$ cat config.mk
export PLATFORM = sky130hd
export DESIGN_NAME = gauss_noise_gen
export DESIGN_NICKNAME = d
export VERILOG_FILES = /design/src/rtl/gauss_noise_gen.sv
export SDC_FILE = /design/constraint.sdc
export NUM_CORES = 1
export LEC_CHECK = 0
export BUFFER_PORTS_ARGS = -buffer_cell sky130_fd_sc_hd__buf_2
export CORE_ASPECT_RATIO = 1.1
export CORE_UTILIZATION = 50
export CTS_CLUSTER_SIZE = 30
export DETAILED_ROUTE_END_ITERATION = 12
export HOLD_SLACK_MARGIN = 0.02
export PLACE_DENSITY = 0.79
export RECOVER_POWER = 100
export SYNTH_ARGS = -nofsm -noshare
export SYNTH_HDL_FRONTEND = slang
export SYNTH_SLANG_ARGS = --single-unit
$ cat constraint.sdc
create_clock -name clk -period 5.1 [get_ports clk]
set_input_delay 0.255 -clock clk [delete_from_list [all_inputs] [get_ports clk]]
set_output_delay 0.255 -clock clk [all_outputs]
set_load 0.05 [all_outputs]
$ cat src/rtl/gauss_noise_gen.sv
module gauss_noise_gen #(
  parameter int LFSR_W   = 64,
  parameter int ADDR_W   = 8,
  parameter int RAD_W    = 8,
  parameter int RAD_FRAC = 5,
  parameter int COS_W    = 8,
  parameter int COS_FRAC = 6,
  parameter int SIG_W    = 8,
  parameter int SIG_FRAC = 4,
  parameter int OUT_W    = 6,
  parameter logic [LFSR_W-1:0] ZERO_SUB_A = 64'h9E3779B97F4A7C15,
  parameter logic [LFSR_W-1:0] ZERO_SUB_B = 64'hD1B54A32D192ED03
) (
  input  logic                    clk,
  input  logic                    rst_n,
  input  logic                    en,
  input  logic                    seed_load,
  input  logic [LFSR_W-1:0]       seed_a,
  input  logic [LFSR_W-1:0]       seed_b,
  input  logic [SIG_W-1:0]        sigma,
  output logic signed [OUT_W-1:0] sample,
  output logic                    sample_valid
);
  localparam int  DEPTH  = 1 << ADDR_W;
  localparam int  PROD_W = RAD_W + COS_W + 1;
  localparam int  SCL_W  = PROD_W + SIG_W + 1;
  localparam int  SHIFT  = RAD_FRAC + COS_FRAC + SIG_FRAC;
  localparam real PI     = 3.14159265358979323846;
  localparam logic signed [SCL_W-1:0] HALF    = SCL_W'(1) <<< (SHIFT - 1);
  localparam logic signed [SCL_W-1:0] OUT_MAX = SCL_W'((1 << (OUT_W - 1)) - 1);
  localparam logic signed [SCL_W-1:0] OUT_MIN = -(SCL_W'(1 << (OUT_W - 1)));

  logic [LFSR_W-1:0] lfsr_a, lfsr_b;
  logic [RAD_W-1:0]  rad_rom [DEPTH];
  logic signed [COS_W-1:0] cos_rom [DEPTH];

  for (genvar k = 0; k < DEPTH; k++) begin : g_rom
    localparam real UK = (k == 0) ? 0.5 / DEPTH : real'(k) / DEPTH;
    localparam int  RV = int'($sqrt(-2.0 * $ln(UK)) * (2.0 ** RAD_FRAC));
    localparam int  CV = int'($cos(2.0 * PI * k / DEPTH) * (2.0 ** COS_FRAC));
    assign rad_rom[k] = RAD_W'(RV);
    assign cos_rom[k] = COS_W'(CV);
  end

  function automatic logic [LFSR_W-1:0] step(input logic [LFSR_W-1:0] s);
    return {s[LFSR_W-2:0], s[LFSR_W-1] ^ s[LFSR_W-2] ^ s[LFSR_W-4] ^ s[LFSR_W-5]};
  endfunction

  always_ff @(posedge clk) begin
    if (!rst_n) begin
      lfsr_a <= ZERO_SUB_A;
      lfsr_b <= ZERO_SUB_B;
    end else if (seed_load) begin
      lfsr_a <= (seed_a == '0) ? ZERO_SUB_A : seed_a;
      lfsr_b <= (seed_b == '0) ? ZERO_SUB_B : seed_b;
    end else if (en) begin
      lfsr_a <= step(lfsr_a);
      lfsr_b <= step(lfsr_b);
    end
  end

  logic [RAD_W-1:0]        rad_q;
  logic signed [COS_W-1:0] cos_q;
  logic signed [PROD_W-1:0] prod_q;
  logic v1, v2;

  wire signed [SCL_W-1:0] scaled  = prod_q * $signed({1'b0, sigma});
  wire signed [SCL_W-1:0] rounded = (scaled + HALF) >>> SHIFT;

  always_ff @(posedge clk) begin
    if (!rst_n) begin
      rad_q        <= '0;
      cos_q        <= '0;
      prod_q       <= '0;
      sample       <= '0;
      v1           <= 1'b0;
      v2           <= 1'b0;
      sample_valid <= 1'b0;
    end else begin
      v1           <= en;
      v2           <= v1;
      sample_valid <= v2;
      if (en) begin
        rad_q <= rad_rom[lfsr_a[LFSR_W-1 -: ADDR_W]];
        cos_q <= cos_rom[lfsr_b[LFSR_W-1 -: ADDR_W]];
      end
      if (v1) prod_q <= $signed({1'b0, rad_q}) * cos_q;
      if (v2) begin
        if (rounded > OUT_MAX)      sample <= OUT_MAX[OUT_W-1:0];
        else if (rounded < OUT_MIN) sample <= OUT_MIN[OUT_W-1:0];
        else                        sample <= rounded[OUT_W-1:0];
      end
    end
  end
endmodule

# Word-level counts from Yosys, hierarchy flattened

Memory sizes are Yosys's and may differ from the RTL's. A register that Yosys moved wholly into a read port is not among the register bits.
Index checks and enable logic that the tools add are counted.
Widths: inputs -> output; s select.

Add/subtract/negate cells: 1
$mul: 2
$lt $le $gt $ge: 2
Muxes and demuxes: 8
Bitwise logic cells: 8
Reduce and logical (&&, ||, !) cells: 5

Operator list:

| operator               | count |
|---|---|
| $mux 64                | 6 |
| $logic_not 64->1       | 2 |
| $add 26x16->26 const B | 1 |
| $mul 17x9->26          | 1 |
| $not 8->9              | 2 |
| $mul 9x8->17           | 1 |
| $mux 6                 | 2 |
| $gt 11x6->1 const B    | 1 |
| $lt 11x6->1 const B    | 1 |
| $xor 1x1->1            | 6 |
| $logic_not 1->1        | 2 |
| $reduce_bool 2->1      | 1 |

Register bits: 154
Memory bits (read-only): 4096
Input port bits: 140
Output and inout port bits: 7
Word-level logic and storage cells: 35
Memories kept: 2

Memory list:

| name            | words | width | rd ports | clocked after memory_dff | write ports | RTL line | RTL |
|---|---|---|---|---|---|---|---|
| (no name shown) | 256   | 8     | 1        | 1                        | 0           | 85       | `cos_q <= cos_rom[lfsr_b[LFSR_W-1 -: ADDR_W]];` |
| (no name shown) | 256   | 8     | 1        | 1                        | 0           | 84       | `rad_q <= rad_rom[lfsr_a[LFSR_W-1 -: ADDR_W]];` |

# Depth between registers and ports, before layout

Depth after elaboration: 5
Mapped depth: 21
Gate-level depth less buffers: 20

# Worst setup path after synthesis

No wires, ideal clock.

Path type: input-to-reg
Start: input port sigma[2]
End: register sample[0]
Library setup time: 125 ps
Arrival time: 5351 ps
Data required time: 4975 ps
Slack: -376 ps
Stages on the path: 20
Buffers on the path: 2
Cell sequence: clkbuf_1 > clkbuf_1 > nand2_1 > fa_1 > inv_1 > fa_1 > inv_1 > fa_1 > inv_1 > fa_1 > ha_1 > ha_1 > and3_4 > a221oi_4 > inv_2 > o41a_1 > nor3_2 > o221ai_2 > o21ai_2 > o22ai_1

Longest elaborated chain between the ends: 5
Elaborated cells between the ends (all ways): 6
Those cells by class: add/sub: 1; mul: 1; order compare: 2; mux: 2

RTL lines:

| what                 | RTL line | RTL |
|---|---|---|
| from (decl)          | 20       | `input logic [SIG_W-1:0] sigma,` |
| $mul 17x9->26 *      | 67       | `wire signed [SCL_W-1:0] scaled = prod_q * $signed({1'b0, sigma});` |
| $add 26x16->26 *     | 68       | `wire signed [SCL_W-1:0] rounded = (scaled + HALF) >>> SHIFT;` |
| $lt 11x6->1          | 90       | `else if (rounded < OUT_MIN) sample <= OUT_MIN[OUT_W-1:0];` |
| $mux 6               | 90       |  |
| $mux 6 *             | 89       | `if (rounded > OUT_MAX) sample <= OUT_MAX[OUT_W-1:0];` |
| to (signal assigned) | 89       |  |
| to (signal assigned) | 90       |  |
| to (signal assigned) | 91       | `else sample <= rounded[OUT_W-1:0];` |
| to (decl)            | 21       | `output logic signed [OUT_W-1:0] sample,` |

Mark *: on every way between the ends. The rest lies on a longest branch, timed or not.
A chain may end at the register's enable or synchronous reset.

# Worst setup path after layout

Start: register prod_q[12]
End: register sample[1]

Longest elaborated chain between the ends: 5
Elaborated cells between the ends (all ways): 6
Those cells by class: add/sub: 1; mul: 1; order compare: 2; mux: 2

RTL lines:

| what                   | RTL line | RTL |
|---|---|---|
| from (decl)            | 64       | `logic signed [PROD_W-1:0] prod_q;` |
| from (signal assigned) | 87       | `if (v1) prod_q <= $signed({1'b0, rad_q}) * cos_q;` |
| $mul 17x9->26 *        | 67       |  |
| $add 26x16->26 *       | 68       |  |
| $lt 11x6->1            | 90       |  |
| $mux 6                 | 90       |  |
| $mux 6 *               | 89       |  |

Marks and branches as above.

==> impl_metrics.ini <==
[status]
run_status = finished with violations
violations = capacitance limit, slew limit

[routing]
drt-total-wl_mm = 41.6
wl_per_cell_um = 16.3
detailroute.via_count = 14900
drt_first_pass_iters = 7
ant_nets = 0
drc = 0
drt-initial-drc-count = 856
routed_via_density = 5.82

[floorplanning]
area_of_the_placeable_core_um2 = 32600
fp-row-count = 69
dieArea_um2 = 34300
effective_utilization_at_floorplan_pct = 51.4
die-height_um = 194
io_pins = 147
die_w_um = 177

[clock_tree]
tritoncts = yes
numClockSinks = 169
cts_buffers = 17
worst_setup_hold_path_clk_slew_ns = 0.07
cts-hold-fix-buffers = 0
cts-root-buf = sky130_fd_sc_hd__clkbuf_16
clock_tree.buffer_depth = 2
clk_latency_ns = 0.45
cts_htree_levels = 4

[yosys]
count_of_warnings_emitted_by_yosys = 0
synth-main-ff-cell = sky130_fd_sc_hd__dfxtp_1
synth.area.top_cells = sky130_fd_sc_hd__dfxtp_1 20%, sky130_fd_sc_hd__fa_1 17%, sky130_fd_sc_hd__ha_1 9.7%
muxShareOfSynthArea_pct = 9.58
synth-compound-area-share_pct = 16.4
synth_largest_type_area_fraction_pct = 20.2
synth_seq_cells = 169
yosys.area_share.adder_pct = 26.3
netlist.top_cell.by_area = sky130_fd_sc_hd__dfxtp_1
synth.cell_area_um2 = 16800
synth_sequential_area_ratio_pct = 20.2
ys_async_sr_fraction_pct = 0
dominant_combinational_cell_family_by_area_after_synthesis = adder cells
netlist_instances = 2033
post_synth_num_cell_types = 81
synth_edf_count = 0
synth_area_per_cell_um2 = 8.25
synth_xor_area_share_pct = 1.41
post_synth_and_or_nand_nor_area_fraction_pct = 18.7
synth_nets = 2442

[setup_path]
cp.arrival_ns = 5.39
critPathLaunchType = flip-flop
critical_path_required_ns = 5.43
crit_path_max_fanout = 5
chain_of_cells_forming_the_critical_path = nand2_1, fa_1, inv_2, fa_1, fa_1, fa_1, fa_1, ha_4, buf_6, nand3_2, and4b_2, o41a_1, mux2i_2, nor2_2, a31oi_4, o22ai_1
worst_path_dominant_cell_family = adder cells
critPathMaxStageDelay_ns = 0.57
critical_path_buf_inv_count = 2
setup.worst_path.end_class = flip-flop
path_common_cell = sky130_fd_sc_hd__fa_1
crit_slowest_cell = sky130_fd_sc_hd__fa_1
criticalPathCategory = reg -> reg

[power_and_ir_drop]
p_leak_uw = 0.00869
clkPwrFrac_pct = 32.3
power.share.combinational_pct = 31.1
switching_share_pct = 34.2
net-switching-power_uw = 1410
seq_power_share_pct = 36.6
power.internal_uw = 2720
powerDensity_nw_per_um2 = 220
max_rail_drop_vdd_v = 0.000267

[grt]
gr-total-overflow = 0
gr-usage-met3_pct = 4.76
grtUsageTotal_pct = 24.2
grt_use_met1_pct = 30.3
grt_use_met2_pct = 41.7
vias_in_the_first_global_route = 14500
grt_peak_use_layer = met2
antenna_found_initial = 0
grt_pass1_wl_mm = 69.0
grt_max_degree = 135

[placed_design]
number_of_buffers_inserted_by_port_buffering = 146
gpl_congestion = 0.903
placed_cell_area_um2 = 17900
dp_hpwl_mm = 30.3
place_inst = 2514

[run]
drv_cap = 2

[layout]
antenna-diode-count = 0
utilization_pct = 57.5
stdcell_area_um2 = 18800
ratio_of_cells_with_drive_above_1_in_the_final_layout_pct = 17.1
multi_input_area_um2 = 12400
register_area_um2 = 3410
finalNetCount = 2524
final.fill_count = 2887
layout.cells.non_filler = 2554
most_frequent_standard_cell_in_the_layout_excluding_fill_and_tap_cells = sky130_fd_sc_hd__nand2_1
layout_common_cells = 199 x sky130_fd_sc_hd__nand2_1, 198 x sky130_fd_sc_hd__nor2_1, 174 x sky130_fd_sc_hd__inv_1
flow.area_growth_from_synthesis_pct = 11.8

[hold_path]
hp-class = in -> reg

[timing]
hold_viol = 0
setup_viol_count_final = 0
fin_crit_sh_pct = 99.3
final.setup.tns_ns = 0
top_achievable_clock_speed_mhz = 197
rsz0062_at_grt = true
final.min_clock_period_ns = 5.07
fin_worst_hold_slack_ns = 0.0565
slew_worst_pin_ns = 2.89
finClkSkew_ns = 0.0132
finalMaxSlewViolations = 147
timing.max_slew.rel_slack_pct = -92.6
worst reg2reg max path, cell delays in order (launching register included):
cell	delay, ns
sky130_fd_sc_hd__dfxtp_4	0.37
sky130_fd_sc_hd__nand2_1	0.07
sky130_fd_sc_hd__fa_1	0.54
sky130_fd_sc_hd__inv_2	0.05
sky130_fd_sc_hd__fa_1	0.57
sky130_fd_sc_hd__fa_1	0.45
sky130_fd_sc_hd__fa_1	0.49
sky130_fd_sc_hd__fa_1	0.57
sky130_fd_sc_hd__ha_4	0.22
sky130_fd_sc_hd__buf_6	0.12
sky130_fd_sc_hd__nand3_2	0.08
sky130_fd_sc_hd__and4b_2	0.27
sky130_fd_sc_hd__o41a_1	0.50
sky130_fd_sc_hd__mux2i_2	0.27
sky130_fd_sc_hd__nor2_2	0.08
sky130_fd_sc_hd__a31oi_4	0.21
sky130_fd_sc_hd__o22ai_1	0.11
logic make-up (layout without fill, tap and decap cells):
group / Yosys count / after routing
DFF: 169 / 169
adders and majority gates: 269 / 269
xor gates and xnor gates: 27 / 27
buffers and inverters: 324 / 419
AOI/OAI and AO/OA: 431 / 431
and+or+nand+nor: 664 / 664
muxes: 149 / 149
final cells by class:
cell class,instances,area share (%)
Multi-Input combinational cell,1540,66.0
Sequential cell,169,18.2
Timing Repair Buffer,202,6.10
Inverter,185,3.70
Tap cell,426,2.84
Clock buffer,19,2.31
Clock inverter,13,0.834
registers in the layout (all words and copies together), names as in the netlist:
signal	flops
prod_q	17
lfsr_b	64
lfsr_a	64
rad_q	7
sample_valid	1
v1	1
v2	1
sample	6
cos_q	8
timing repair:
action / CTS / global route
setup endpoints to repair: 6 / 6
setup buffers: 0 / 8
gates resized for setup: 11 / 54
pin swaps: 3 / 28
layer usage:
| metal | share of wire (%) | vias up |
|---|---|---|
| met3 | 6.5 | 80 |
| met1 | 42 | 7133 |
| met5 | 0 | - |
| li1 | - | 7131 |
| met4 | 2.0 | 0 |
| met2 | 49 | 509 |
synth_stat cells (all sizes together), types with 4 or more instances:
cell,instances
a311oi,9
o221ai,5
dfxtp,169
o211ai,18
o311ai,6
nand3b,11
nand2b,28
a221oi,7
a211oi,18
o22ai,79
a21o,12
and2,105
ha,130
a31oi,6
fa,139
o2111ai,4
nand3,21
or3,5
a21oi,138
nand2,205
buf,45
nor3,17
and3,5
a211o,6
inv,183
a221o,4
mux2,62
clkbuf,94
o31ai,5
nor2b,14
o21ai,81
xor2,9
mux2i,84
nand4,9
nor4,33
nor2,199
xnor2,18
final timing paths:
| kind | start | slack (ns) | endpoint | cells after the start |
|---|---|---|---|---|
| max reg2reg | prod_q[12] | 0.03 | sample[1] | 16 |
| min | seed_a[47] | 0.06 | lfsr_a[47] | 3 |
| min reg2reg | sample[5] | 0.52 | sample[5] | 2 |
| max | prod_q[12] | 0.03 | sample[1] | 16 |
power by group through the flow:
stage | Combinational, uW | Sequential (uW) | Clock [uW]
floorplan | 912 | 1510 | 0
global placement | 1170 | 1540 | 0
detailed placement | 1210 | 1540 | 0
CTS | 1220 | 1510 | 1360
global route | 1440 | 1530 | 1410
finish | 1280 | 1510 | 1340
metrics by stage:
stage / setup WS, ns / power [uW]
final: 0.0344 / 4130
after global routing: -0.175 / 4370
after CTS: 0.00126 / 4100
after detailed placement: -0.191 / 2760
after global placement: -0.0153 / 2710
after floorplan: 0.0217 / 2420
(Power assumes the default switching activity.)
